$ cat src/rtl/dit_pkg.sv
package dit_pkg;
  localparam int NUM_TMR   = 2;
  localparam int NUM_SRC   = 5;
  localparam int CTRL_WORD = 4;  // byte offset 8
  localparam int TMR_EN_LO = 1;  // enable/clear bit of timer 0

  typedef struct packed {
    logic hi_we;
    logic lo_we;
  } half_we_t;

  typedef struct packed {
    half_we_t pre;
    half_we_t div;
  } tmr_we_t;
endpackage

$ cat src/rtl/dit_timer.sv
module dit_timer
  import dit_pkg::*;
#(
  parameter int W = 16
) (
  input  logic           clk,
  input  logic           rst,
  input  tmr_we_t        we,
  input  logic [W/2-1:0] hi_byte,
  input  logic [W/2-1:0] lo_byte,
  output logic [W-1:0]   pre_q,
  output logic [W-1:0]   div_q,
  output logic           expire_q
);
  localparam int H = W / 2;

  logic [W-1:0] pre_n, div_n, pcnt, dcnt;
  logic         run, any_we;

  always_comb begin
    pre_n  = {we.pre.hi_we ? hi_byte : pre_q[W-1:H], we.pre.lo_we ? lo_byte : pre_q[H-1:0]};
    div_n  = {we.div.hi_we ? hi_byte : div_q[W-1:H], we.div.lo_we ? lo_byte : div_q[H-1:0]};
    any_we = we.pre.hi_we | we.pre.lo_we | we.div.hi_we | we.div.lo_we;
  end

  always_ff @(posedge clk) begin
    if (rst) begin
      pre_q    <= '1;
      div_q    <= '1;
      pcnt     <= '0;
      dcnt     <= '0;
      run      <= 1'b0;
      expire_q <= 1'b0;
    end else begin
      pre_q    <= pre_n;
      div_q    <= div_n;
      expire_q <= 1'b0;
      if (any_we) begin
        pcnt <= pre_n;
        dcnt <= div_n;
        run  <= (|pre_n) && (|div_n);
      end else if (run) begin
        if (pcnt == '0) begin
          pcnt <= pre_q;
          if (dcnt == '0) begin
            dcnt     <= div_q;
            expire_q <= 1'b1;
          end else begin
            dcnt <= dcnt - 1'b1;
          end
        end else begin
          pcnt <= pcnt - 1'b1;
        end
      end
    end
  end

  // leaving reset, reload values are all ones and the counter is idle
  assert_reset_state_R1: assert property (@(posedge clk) disable iff (rst)
    $fell(rst) |-> (pre_q == '1 && div_q == '1 && !run));

  // a tick never lasts two cycles
  assert_single_tick_R4: assert property (@(posedge clk) disable iff (rst)
    expire_q |=> !expire_q);

  // a zero reload value keeps the tick low
  assert_zero_stops_R5: assert property (@(posedge clk) disable iff (rst)
    ((pre_q == '0 || div_q == '0) && !any_we) |=> !expire_q);

  // a write restarts both stages from the new reload values
  assert_reload_on_write_R6: assert property (@(posedge clk) disable iff (rst)
    any_we |=> (pcnt == pre_q && dcnt == div_q));

  // the divider stage holds while the prescaler stage has not wrapped
  assert_cascade_step_R10: assert property (@(posedge clk) disable iff (rst)
    (run && !any_we && pcnt != '0) |=> $stable(dcnt));
endmodule

$ cat src/rtl/dit_irq_ctrl.sv
module dit_irq_ctrl
  import dit_pkg::*;
#(
  parameter int NSRC = NUM_SRC,
  parameter int NT   = NUM_TMR
) (
  input  logic            clk,
  input  logic            rst,
  input  logic            en_we,
  input  logic [NSRC-1:0] en_data,
  input  logic [NT-1:0]   clr_mask,
  input  logic [NT-1:0]   tick,
  output logic [NSRC-1:0] en_q,
  output logic [NT-1:0]   pend_q
);
  logic [NT-1:0] tmr_en;
  assign tmr_en = en_q[TMR_EN_LO +: NT];

  always_ff @(posedge clk) begin
    if (rst) begin
      en_q   <= '0;
      pend_q <= '0;
    end else begin
      if (en_we) en_q <= en_data;
      pend_q <= (pend_q | (tick & tmr_en)) & ~clr_mask;
    end
  end

  // a clear leaves the flag low in the next cycle, even with a tick present
  assert_clear_wins_R9: assert property (@(posedge clk) disable iff (rst)
    (clr_mask != '0) |=> ((pend_q & $past(clr_mask)) == '0));

  // a flag rises only when its enable bit was set
  assert_set_needs_enable_R8: assert property (@(posedge clk) disable iff (rst)
    (pend_q == '0 && tmr_en == '0) |=> (pend_q == '0));
endmodule

$ cat src/rtl/dit_regbus.sv
module dit_regbus
  import dit_pkg::*;
#(
  parameter int ADDR_W = 4,
  parameter int W      = 16,
  parameter int NSRC   = NUM_SRC,
  parameter int NT     = NUM_TMR
) (
  input  logic              clk,
  input  logic              rst,
  input  logic [ADDR_W-1:0] addr,
  input  logic              wr,
  input  logic              rd,
  input  logic              word,
  input  logic [W-1:0]      wdata,
  output logic [W-1:0]      rdata,
  output tmr_we_t [NT-1:0]  tmr_we,
  output logic [W/2-1:0]    hi_byte,
  output logic [W/2-1:0]    lo_byte,
  output logic              en_we,
  output logic [NSRC-1:0]   en_data,
  output logic [NT-1:0]     clr_mask,
  input  logic [NT-1:0][W-1:0] pre_in,
  input  logic [NT-1:0][W-1:0] div_in,
  input  logic [NSRC-1:0]   en_in,
  input  logic [NT-1:0]     pend_in
);
  localparam int H = W / 2;

  logic tmr_region, ctrl_region, hi_sel, lo_sel, ctrl_hi, ctrl_lo;
  logic [W-1:0] rsel, rval;

  always_comb begin
    tmr_region  = (addr[ADDR_W-1:3] == '0);
    ctrl_region = (addr[ADDR_W-1:1] == (ADDR_W-1)'(CTRL_WORD));
    hi_sel      = wr && ((word && !addr[0]) || (!word && !addr[0]));
    lo_sel      = wr && ((word && !addr[0]) || (!word && addr[0]));
    hi_byte     = word ? wdata[W-1:H] : wdata[H-1:0];
    lo_byte     = wdata[H-1:0];
    ctrl_hi     = ctrl_region && hi_sel;
    ctrl_lo     = ctrl_region && lo_sel;
    en_we       = ctrl_lo;
    en_data     = lo_byte[NSRC-1:0];
    clr_mask    = ctrl_hi ? hi_byte[TMR_EN_LO +: NT] : '0;
  end

  for (genvar t = 0; t < NT; t++) begin : g_we
    logic hit_t;
    assign hit_t              = tmr_region && (addr[2] == t[0]);
    assign tmr_we[t].pre.hi_we = hit_t && !addr[1] && hi_sel;
    assign tmr_we[t].pre.lo_we = hit_t && !addr[1] && lo_sel;
    assign tmr_we[t].div.hi_we = hit_t &&  addr[1] && hi_sel;
    assign tmr_we[t].div.lo_we = hit_t &&  addr[1] && lo_sel;
  end

  always_comb begin
    rsel = '0;
    if (tmr_region) begin
      rsel = addr[1] ? div_in[addr[2]] : pre_in[addr[2]];
    end else if (ctrl_region) begin
      rsel[NSRC-1:0]               = en_in;
      rsel[H + TMR_EN_LO +: NT]    = pend_in;
    end
    if (word) rval = rsel;
    else      rval = {{H{1'b0}}, addr[0] ? rsel[H-1:0] : rsel[W-1:H]};
  end

  always_ff @(posedge clk) begin
    if (rst)     rdata <= '0;
    else if (rd) rdata <= rval;
  end
endmodule

$ cat src/rtl/dual_interval_timer.sv
module dual_interval_timer
  import dit_pkg::*;
#(
  parameter int ADDR_W = 4,
  parameter int CNT_W  = 16
) (
  input  logic              clk,
  input  logic              rst,
  input  logic [ADDR_W-1:0] bus_addr,
  input  logic              bus_wr,
  input  logic              bus_rd,
  input  logic              bus_word,
  input  logic [CNT_W-1:0]  bus_wdata,
  output logic [CNT_W-1:0]  bus_rdata,
  output logic [NUM_TMR-1:0] tick_pulse,
  output logic [NUM_TMR-1:0] irq_pending
);
  tmr_we_t [NUM_TMR-1:0]            tmr_we;
  logic [CNT_W/2-1:0]               hi_byte, lo_byte;
  logic                             en_we;
  logic [NUM_SRC-1:0]               en_data, en_q;
  logic [NUM_TMR-1:0]               clr_mask;
  logic [NUM_TMR-1:0][CNT_W-1:0]    pre_q, div_q;

  dit_regbus #(.ADDR_W(ADDR_W), .W(CNT_W), .NSRC(NUM_SRC), .NT(NUM_TMR)) u_bus (
    .clk(clk), .rst(rst), .addr(bus_addr), .wr(bus_wr), .rd(bus_rd), .word(bus_word),
    .wdata(bus_wdata), .rdata(bus_rdata), .tmr_we(tmr_we), .hi_byte(hi_byte),
    .lo_byte(lo_byte), .en_we(en_we), .en_data(en_data), .clr_mask(clr_mask),
    .pre_in(pre_q), .div_in(div_q), .en_in(en_q), .pend_in(irq_pending)
  );

  for (genvar t = 0; t < NUM_TMR; t++) begin : g_tmr
    dit_timer #(.W(CNT_W)) u_tmr (
      .clk(clk), .rst(rst), .we(tmr_we[t]), .hi_byte(hi_byte), .lo_byte(lo_byte),
      .pre_q(pre_q[t]), .div_q(div_q[t]), .expire_q(tick_pulse[t])
    );
  end

  dit_irq_ctrl #(.NSRC(NUM_SRC), .NT(NUM_TMR)) u_irq (
    .clk(clk), .rst(rst), .en_we(en_we), .en_data(en_data), .clr_mask(clr_mask),
    .tick(tick_pulse), .en_q(en_q), .pend_q(irq_pending)
  );
endmodule

$ cat config.mk
export PLATFORM = sky130hd
export DESIGN_NAME = dual_interval_timer
export DESIGN_NICKNAME = d
export VERILOG_FILES = /design/src/rtl/dit_pkg.sv /design/src/rtl/dit_timer.sv /design/src/rtl/dit_irq_ctrl.sv /design/src/rtl/dit_regbus.sv /design/src/rtl/dual_interval_timer.sv
export SDC_FILE = /design/constraint.sdc
export NUM_CORES = 1
export LEC_CHECK = 0
export BUFFER_PORTS_ARGS = -buffer_cell sky130_fd_sc_hd__clkbuf_2
export CORE_MARGIN = 2
export CORE_UTILIZATION = 40
export CTS_BUF_LIST = sky130_fd_sc_hd__clkbuf_4 sky130_fd_sc_hd__clkbuf_8 sky130_fd_sc_hd__clkbuf_16
export DETAILED_ROUTE_END_ITERATION = 10
export GPL_TIMING_DRIVEN = 0
export SYNTH_ARGS = -nofsm -noshare
export SYNTH_HDL_FRONTEND = slang
export SYNTH_SLANG_ARGS = --single-unit
$ cat constraint.sdc
create_clock -name clk -period 8.5 [get_ports clk]
set_input_delay 1.7 -clock clk [delete_from_list [all_inputs] [get_ports clk]]
set_output_delay 1.7 -clock clk [all_outputs]
set_load 0.01 [all_outputs]
; Word level (Yosys, flattened, before mapping)
; Index checks and enable logic that the tools add are counted.
[word_totals]
reg_bits = 155
input_bits = 25
[op_classes]
add_sub_neg = 4
eq_ne = 1
magnitude_cmp = 1
n_reduce_logical = 44
n_bitwise = 16
mux = 39
[op_table]
columns = operator, count
row1 = 16-bit 2-to-1 mux, 20
row2 = 8-bit 2-to-1 mux, 10
row3 = 16-bit logical NOT, 4
row4 = 16-bit OR reduction, 4
row5 = "16-bit by 1-bit subtractor with 16-bit output, second input constant", 4
row6 = 1-bit logical AND, 23
row7 = 5-bit 2-to-1 mux, 3
row8 = 2-bit nonzero test, 4
row9 = 4-bit OR reduction, 2
row10 = 2-bit 2-to-1 mux, 3
row11 = 1-bit NOT, 6
row12 = 1-bit bitwise OR, 6
row13 = 2-bit AND, 2
row14 = 4-bit 2-to-1 mux, 1
row15 = 2-bit AND reduction, 2
row16 = "3-bit == test, second input constant", 1
row17 = 1-bit logical NOT, 3
row18 = 1-bit logical OR, 2
row19 = "1-bit by 2-bit less-than comparator with 1-bit output, second input constant", 1
row20 = 1-bit 2-to-1 mux, 2
row21 = 2-bit NOT, 1
row22 = 2-bit bitwise OR, 1

; Longest topological paths before layout
; Gate-level depths: netlist (run 1).
[logic_depth]
word_depth = 10
ltp_mapped = 11
ltp_nobuf = 7

; Cells and area by module
; A second synthesis (run 1) with hierarchy kept.
[hier_totals]
cells_unflattened = 1092
area_unflattened_um2 = 9392.8
[modules_own_cells]
columns = module, n_inst, area_each_um2, cells_per_inst, seq_area_each_um2
row1 = dit_timer, 2, 3812.4, 456, 1321.3
row2 = dit_regbus, 1, 1527.7, 158, 320.3
row3 = dit_irq_ctrl, 1, 240.2, 22, 140.1

; Worst setup path before layout (run 1)
; Ideal clock, no wire load.
[synth_path]
path_type = in2reg
start = input port bus_word
end = register g_tmr[0].u_tmr.dcnt[12]
t_required_ps = 8408
cell_stages = 10
path_buffers = 4
path_slack_ps = 4287
arrival_ps = 4121
path_cell_list = buf_2 > buf_1 > inv_1 > ha_1 > nor3_1 > or3_1 > clkbuf_1 > nand2_1 > clkbuf_1 > o32ai_1
[synth_between]
elab_chain_len = 10
word_cells_on_any_way = 21
[synth_rtl]
columns = element, line_no
row1 = start: declaration, dual_interval_timer.sv:12  ; input logic bus_word,
row2 = 1-bit logical NOT, "dit_regbus.sv:36, dit_regbus.sv:37"
row3 = 1-bit logical AND (on tied branches), "dit_regbus.sv:36, dit_regbus.sv:37"
row4 = 1-bit logical OR (on tied branches), "dit_regbus.sv:36, dit_regbus.sv:37"
row5 = 1-bit logical AND (on tied branches), "dit_regbus.sv:36, dit_regbus.sv:37"
row6 = 1-bit logical AND (on tied branches), "dit_regbus.sv:50, dit_regbus.sv:51"
row7 = 1-bit bitwise OR (3 in series), dit_timer.sv:23  ; any_we = we.pre.hi_we | we.pre.lo_we | we.div.hi_we | we.div.lo_we;
row8 = 2-bit nonzero test (no line), n/a
row9 = 2-bit AND reduction (no line), n/a
row10 = end signal: assignment, dit_timer.sv:40  ; dcnt <= div_n;
row11 = end signal: assignment, dit_timer.sv:46  ; dcnt <= div_q;
row12 = end signal: assignment, dit_timer.sv:49  ; dcnt <= dcnt - 1'b1;
row13 = end: declaration, dit_timer.sv:17  ; logic [W-1:0] pre_n, div_n, pcnt, dcnt;
; Several ways; a longest one is shown, not always the timed one.
; A chain may end at the register's enable or synchronous reset.

; Final worst setup path (run 1)
[layout_path]
start = input port bus_word
end = register g_tmr[0].u_tmr.expire_q
[layout_between]
elab_chain_len = 9
word_cells_on_any_way = 16
[layout_rtl]
columns = element, line_no
row1 = 1-bit logical NOT, "dit_regbus.sv:36, dit_regbus.sv:37"
row2 = 1-bit logical AND (on tied branches), "dit_regbus.sv:36, dit_regbus.sv:37"
row3 = 1-bit logical OR (on tied branches), "dit_regbus.sv:36, dit_regbus.sv:37"
row4 = 1-bit logical AND (on tied branches), "dit_regbus.sv:36, dit_regbus.sv:37"
row5 = 1-bit logical AND (on tied branches), "dit_regbus.sv:50, dit_regbus.sv:51"
row6 = 1-bit bitwise OR (2 in series), dit_timer.sv:23
row7 = 1-bit bitwise OR *, dit_timer.sv:23
row8 = 4-bit OR reduction (no line) *, n/a
row9 = end signal: assignment, dit_timer.sv:33  ; expire_q <= 1'b0;
row10 = end signal: assignment, dit_timer.sv:37  ; expire_q <= 1'b0;
row11 = end signal: assignment, dit_timer.sv:47  ; expire_q <= 1'b1;
row12 = end: declaration, dit_timer.sv:13  ; output logic expire_q
; Every way passes the cells marked *; elsewhere a longest branch is shown, timed or not.

==> metrics.md, run 1 <==
| Metric | Value |
|---|---|
| Clock transition at the registers of the reported paths | 0.07 ns |
| Status | finished, final reports clean |
| First-pass GRT wire length | 51300 um |
| Root buffer cell | clkbuf_16 |
| CP required | 8.80 ns |
| Via density | 6.38 |
| Max-cap viol count | 0 |
| Power Density | 207 nW/um^2 |
| Placer Congestion | 1.03 |
| Layout area overhead | 12.6% |
| Peak VDD IR | 0.000125 V |
| Sw frac | 33.8% |
| # diodes | 0 |
| Most frequent cells in the layout | 155 x dfxtp_1, 110 x nand2_1, 76 x mux2i_1 |
| Syn Nets | 1116 |
| Critical Path AT | 5.59 ns |
| Synthesized cell area | 9150 sq um |
| Min Clock Period, post-route | 5.29 ns |
| Critical path peak fanout | 10 |
| Clock sinks | 155 |
| Gr ovfl total | 0 |
| Largest net degree at the start of global routing | 17 |
| TritonCTS clock tree | yes |
| Main synth FF type | dfxtp_1 |
| H-tree levels | 4 |
| Starting Density | 40.5% |
| Part of the Yosys area used for sequential elements | 33.9% |
| Psw | 0.723 mW |
| Leakage power | 3.69 nW |
| Core area | 22600 sq um |
| Flops & latches, synth | 155 |
| DR pass1 iterations | 7 |
| DR WL/cell | 23.5 um |
| Fin Setup TNS | 0 ns |
| Post-DP HPWL | 25400 um |
| Filler cell count | 2269 |
| Initial antenna violation count | 0 |
| Num CTS Buffers | 17 |
| Yosys top cell by area | dfxtp_1 |
| Final wirelength | 33800 um |
| Row cnt | 55 |
| Worst-Margin Slew | 1.30 ns |
| I/O pins | 45 |
| 1st-iter DRT viols | 935 |
| Yosys warns | 0 |
| Layout Nets | 1175 |
| Max Fclk | 189 MHz |
| Total Routing Usage GR | 27.9% |
| P_int | 1.41 mW |
| Hold WC Path Type | flop to flop |
| Post-synth EDFFs | 0 |
| RSZ-0062 raised after global routing | false |
| Final number of hold-violating endpoints | 0 |
| Clock Path Buffers | 2 |
| Port Buffers | 40 |
| Die Y | 155 um |
| Final setup violation count | 0 |
| Cts hold-fix bufs | 0 |
| Period Utilization, post-route | 62.2% |
| Post-synthesis average cell area | 8.46 sq um |
| Number of setup buffers added after CTS | 0 |
| Synth top area share | 33.9% |
| Critical Path Sink Type | flop |
| Skew-Pair Late Insertion Delay | 0.44 ns |
| Power share of the combinational group | 25.6% |
| Synth area leaders | dfxtp_1 34%, mux2i_1 8.3%, nand2_1 4.5% |
| Post-synth ARST share | 0% |
| Clk_skew | 0.0125 ns |
| Most common cell after layout, fill and taps aside | dfxtp_1 |
| Max Slew Vio Count | 0 |
| Antenna Nets Post-Route | 0 |
| WHS | 0.456 ns |
| Crit start category | primary input |
| Clock power frac | 36.6% |
| Post-Place Cells | 1406 |
| Synth cell types | 72 |
| Post-Syn Instances | 1081 |
| Layout cell share with drive strength beyond 1 | 13.1% |
| DRC Markers | 0 |
| Register share of total power | 37.8% |
| Via count | 9178 |
| Worst slew margin | 12.4% |
| Number of global-route vias before repair | 8320 |
| Post-route insts no fill | 1438 |
| Kind of critical path | primary input to flop |
| Die X-Extent | 155 um |
| Resized Gates After CTS | 0 |
| Die footprint | 24100 sq um |
cells in the mapped netlist, drive strengths merged (19+ instances only):
| cell type | n |
|---|---|
| or3 | 24 |
| mux2 | 21 |
| clkbuf | 53 |
| nor3 | 42 |
| nand3 | 37 |
| nor2 | 74 |
| o21ai | 49 |
| dfxtp | 155 |
| mux2i | 76 |
| inv | 25 |
| buf | 19 |
| a21oi | 72 |
| nor4 | 36 |
| nand2 | 110 |
| nand2b | 19 |
kinds of logic after synthesis:
family,count (synthesis),share of synthesized area (%)
AO/OA/AOI/OAI,275,20.4
XOR/XNOR,19,1.82
adder cells (fa/ha/maj),10,1.37
buffers and inverters,100,4.53
flip-flops,155,33.9
multiplexers,111,14.4
AND/OR/NAND/NOR,411,23.7
stage by stage:
stage          area, sq um  utilization (%)  power [mW]  setup WS, ns
2_1_floorplan         9150                -        1.21          4.29
3_3_place_gp          9700             43.0        1.35          2.86
3_5_place_dp          9700             43.0        1.36          2.82
4_1_cts              10300             45.6        2.13          3.27
5_1_grt              10300             45.6        2.22          3.03
6_report             10300             45.6        2.14          3.21
sequential cells by signal, summed over array words and instances (netlist names):
register	flops
g_tmr.u_tmr.expire_q	2
g_tmr.u_tmr.pre_q	32
g_tmr.u_tmr.pcnt	32
g_tmr.u_tmr.div_q	32
u_irq.pend_q	2
g_tmr.u_tmr.dcnt	32
g_tmr.u_tmr.run	2
u_bus.rdata	16
u_irq.en_q	5
layout make-up:
type	count	area (sq um)	share of cell area (%)
repair buffers	40	200	1.94
inverters	28	105	1.02
flip-flops and latches	155	3100	30.1
multi-input cells	826	5630	54.7
plain buffers	72	309	3.00
clock buffers	20	454	4.41
clock inverters	12	140	1.36
well taps	285	357	3.46
power by group through the flow:
stage	Sequential [mW]	Clock, mW	Combinational [mW]
floorplan	0.810	0	0.397
global route	0.813	0.817	0.593
detailed placement	0.823	0	0.534
CTS	0.806	0.790	0.536
finish	0.808	0.781	0.547
global placement	0.821	0	0.533
per-layer routing:
metal,vias up,GRT usage [%],wire [um]
met1,4386,37.8,14500
met4,0,12.1,1280
met3,89,4.40,2850
met2,485,44.2,15100
met5,-,0,0
li1,4218,-,-
worst paths after layout:
check,start,endpoint,slack [ns],cells after the start
worst min-delay path,u_bus.rdata[11]$_SDFFE_PP0P_,u_bus.rdata[11]$_SDFFE_PP0P_,0.46,2
worst max-delay path,bus_word,g_tmr[0].u_tmr.expire_q$_SDFF_PP0_,3.21,11
worst max register to register,g_tmr[0].u_tmr.pcnt[0]$_SDFFE_PP0P_,g_tmr[0].u_tmr.expire_q$_SDFF_PP0_,5.72,8
worst min register to register,u_bus.rdata[11]$_SDFFE_PP0P_,u_bus.rdata[11]$_SDFFE_PP0P_,0.46,2
critical path, stage by stage:
cell,delay [ns]
clkbuf_2,0.13
buf_2,0.23
buf_1,0.47
inv_1,0.23
ha_1,0.38
nor3_1,0.73
or3_1,0.20
clkbuf_1,0.44
nand2_1,0.30
clkbuf_1,0.33
nor3_1,0.44
(Power assumes the default switching activity.)
==> run 2: changes to the inputs <==
ABC_AREA = 1   (was not set)
clock period = 5.1 ns   (was 8.5 ns; I/O delays follow)
==> metrics.md, run 2 <==
| Metric | Value |
|---|---|
| TritonCTS clock tree | yes |
| Clock transition at the registers of the reported paths | 0.07 ns (about the same) |
| Power Total | 3.87 mW (+81%) |
| Post-Syn Instances | 1501 (+39%) |
| Synthesized cell area | 9500 sq um (+3.8%) |
| I/O pins | 45 (unchanged) |
| Clk_skew | 0.0140 ns (+0.00144 ns) |
| Synth top area share | 32.7% (-1.3 points) |
| Worst slew margin | 3.14% (-9.2 points) |
| Synth area leaders | dfxtp_1 33%, nand2_1 17%, nor2_1 7.0% |
| Adder-Cell Fraction of Synth Area | 1.32% (-0.051 points) |
| Leakage power | 4.95 nW (+34%) |
| Post-Synth XOR/XNOR Area | 1.84% (+0.025 points) |
| Layout Nets | 1598 (+36%) |
| Max Fclk | 338 MHz |
| Main synth FF type | dfxtp_1 |
| H-tree levels | 4 (unchanged) |
| Synth cell types | 50 (-31%) |
| Layout area overhead | 13.6% |
| Min Clock Period, post-route | 2.96 ns |
| DR pass1 iterations | 7 (unchanged) |
| Area of the multi-input gates | 5510 sq um (-2.0%) |
| First-pass GRT wire length | 53700 um (+4.8%) |
| Storage element area | 3100 sq um (unchanged) |
| Antenna Nets Post-Route | 0 (unchanged) |
| Max-cap viol count | 0 (unchanged) |
| Final worst slack | 2.14 ns (-1.07 ns) |
| Total Routing Usage GR | 28.5% (+0.57 points) |
| Most frequent cells in the layout | 427 x nand2_1, 176 x nor2_1, 155 x dfxtp_1 |
| Root buffer cell | clkbuf_16 |
| Post-synth EDFFs | 0 (unchanged) |
| Most common cell after layout, fill and taps aside | nand2_1 |
| # diodes | 0 (unchanged) |
| 1st-iter DRT viols | 952 (+1.8%) |
| Critical Path Sink Type | flop |
| Cts hold-fix bufs | 0 (unchanged) |
| Yosys warns | 0 (unchanged) |
| Worst-Margin Slew | 1.44 ns (+0.134 ns) |
| Hold WC Path Type | flop to flop |
| Flops & latches, synth | 155 (unchanged) |
| Layout cell share with drive strength beyond 1 | 10.4% (-2.7 points) |
| Via count | 10200 (+12%) |
| Critical Path AT | 3.34 ns (-2.25 ns) |
| DR WL/cell | 18.5 um (-21%) |
| Period Utilization, post-route | 58.0% |
| Die Y | 158 um (+1.9%) |
| Final wirelength | 35100 um (+4.1%) |
| Placer Congestion | 1.01 (-1.6%) |
| Number of setup buffers added after CTS | 0 (unchanged) |
| Largest net degree at the start of global routing | 17 (unchanged) |
| Part of the Yosys area used for sequential elements | 32.7% (-1.3 points) |
| RSZ-0062 raised after global routing | false |
| Core area | 23400 sq um (+3.7%) |
| Gr ovfl total | 0 (unchanged) |
| Power Density | 359 nW/um^2 (+73%) |
| Clock sinks | 155 (unchanged) |
| Clock Path Buffers | 2 (unchanged) |
| Yosys top cell by area | dfxtp_1 |
| Number of global-route vias before repair | 9486 (+14%) |
| Synth Area in Simple Gates | 36.5% (+13 points) |
| Multiplexer share of the synthesized area | 0% (-14 points) |
| Post-DP HPWL | 27100 um (+6.7%) |
| Via density | 5.40 (-15%) |
| Syn Nets | 1536 (+38%) |
| Starting Density | 40.6% (+0.064 points) |
| Post-synthesis average cell area | 6.33 sq um (-25%) |
| Status | finished, final reports clean |
| Num CTS Buffers | 17 (unchanged) |
| Die footprint | 25000 sq um (+3.7%) |
| Post-route insts no fill | 1895 (+32%) |
| Row cnt | 56 (+1.8%) |
| Commonest cells post-synth | 427 x nand2_1, 176 x nor2_1, 155 x dfxtp_1 |
| Port Buffers | 43 (+7.5%) |
| Combinational family with the most area after synthesis | simple AND/OR/NAND/NOR gates |
| Pre-CTS WS | 1.77 ns (-1.05 ns) |
| Post-synth ARST share | 0% (unchanged) |
| Most frequent cell after synthesis | nand2_1 |
| DRC Markers | 0 (unchanged) |
| Resized Gates After CTS | 0 (unchanged) |
| Fin Setup TNS | 0 ns (unchanged) |
| Final number of hold-violating endpoints | 0 (unchanged) |
| Skew-Pair Late Insertion Delay | 0.44 ns (about the same) |
| Critical path peak fanout | 7 (-3) |
| Crit start category | primary input |
| Kind of critical path | primary input to flop |
| Final setup violation count | 0 (unchanged) |
| Die X-Extent | 158 um (+1.9%) |
| CP required | 5.48 ns (-3.32 ns) |
| Initial antenna violation count | 0 (unchanged) |
| Final core occ | 46.1% (+0.48 points) |
| Synth Area in Compound Gates | 18.4% (-2.0 points) |
| Peak VDD IR | 0.000214 V (+71%) |
| Max Slew Vio Count | 0 (unchanged) |
| Post-Place Cells | 1863 (+33%) |
| Filler cell count | 2520 (+11%) |
run 2: where the power goes:
| part | internal, mW | switching (mW) |
|---|---|---|
| logic | 0.330 | 0.722 |
| registers | 1.28 | 0.0633 |
| clock network | 0.916 | 0.562 |
| total | 2.52 | 1.35 |
run 2: layout make-up:
class                   count  area share (%)
plain buffers              59            2.88
inverters                 151            5.29
multi-input cells        1136            51.1
flip-flops and latches    155            28.8
well taps                 319            3.70
clock buffers              20            4.33
clock inverters            12            1.94
repair buffers             43            1.99
run 2: worst paths after layout:
path,start,cells past startpoint,to,slack (ns)
min reg2reg,u_irq.en_q[3]$_SDFFE_PP0P_,2,u_irq.en_q[3]$_SDFFE_PP0P_,0.46
max reg2reg,g_tmr[1].u_tmr.pcnt[0]$_SDFFE_PP0P_,11,g_tmr[1].u_tmr.dcnt[6]$_SDFFE_PP0P_,3.00
min,u_irq.en_q[3]$_SDFFE_PP0P_,2,u_irq.en_q[3]$_SDFFE_PP0P_,0.46
max,bus_word,12,g_tmr[1].u_tmr.dcnt[10]$_SDFFE_PP0P_,2.14
run 2: worst max-delay path, stage by stage:
cell and delay (ns):
clkbuf_2 0.18, inv_1 0.13, ha_1 0.23, o21ai_2 0.45, a21oi_4 0.16, nor2_2 0.25
inv_2 0.11, nor2_2 0.36, o21ai_0 0.20, nor2_1 0.12, nor2_1 0.04, nor2_1 0.08
run 2: logic make-up after synthesis:
group                      Yosys count
AOI/OAI and AO/OA                  300
xor gates and xnor gates            20
adders and majority gates           10
buffers and inverters              210
DFF                                155
and+or+nand+nor                    806
run 2: routing by layer:
metal,vias up,share of wire (%),global-route usage (%)
met5,-,0,0
met4,0,3.7,11.4
met3,72,6.2,3.37
met2,367,45,45.6
met1,4726,45,39.0
li1,5074,-,-
run 2: per-stage QoR:
| step | cell area [sq um] | hold slack [ns] |
|---|---|---|
| 3_3_place_gp | 10100 | 0.437 |
| 6_report | 10800 | 0.462 |
| 2_1_floorplan | 9500 | 0.425 |
| 5_1_grt | 10800 | 0.477 |
| 3_5_place_dp | 10100 | 0.441 |
| 4_1_cts | 10800 | 0.450 |
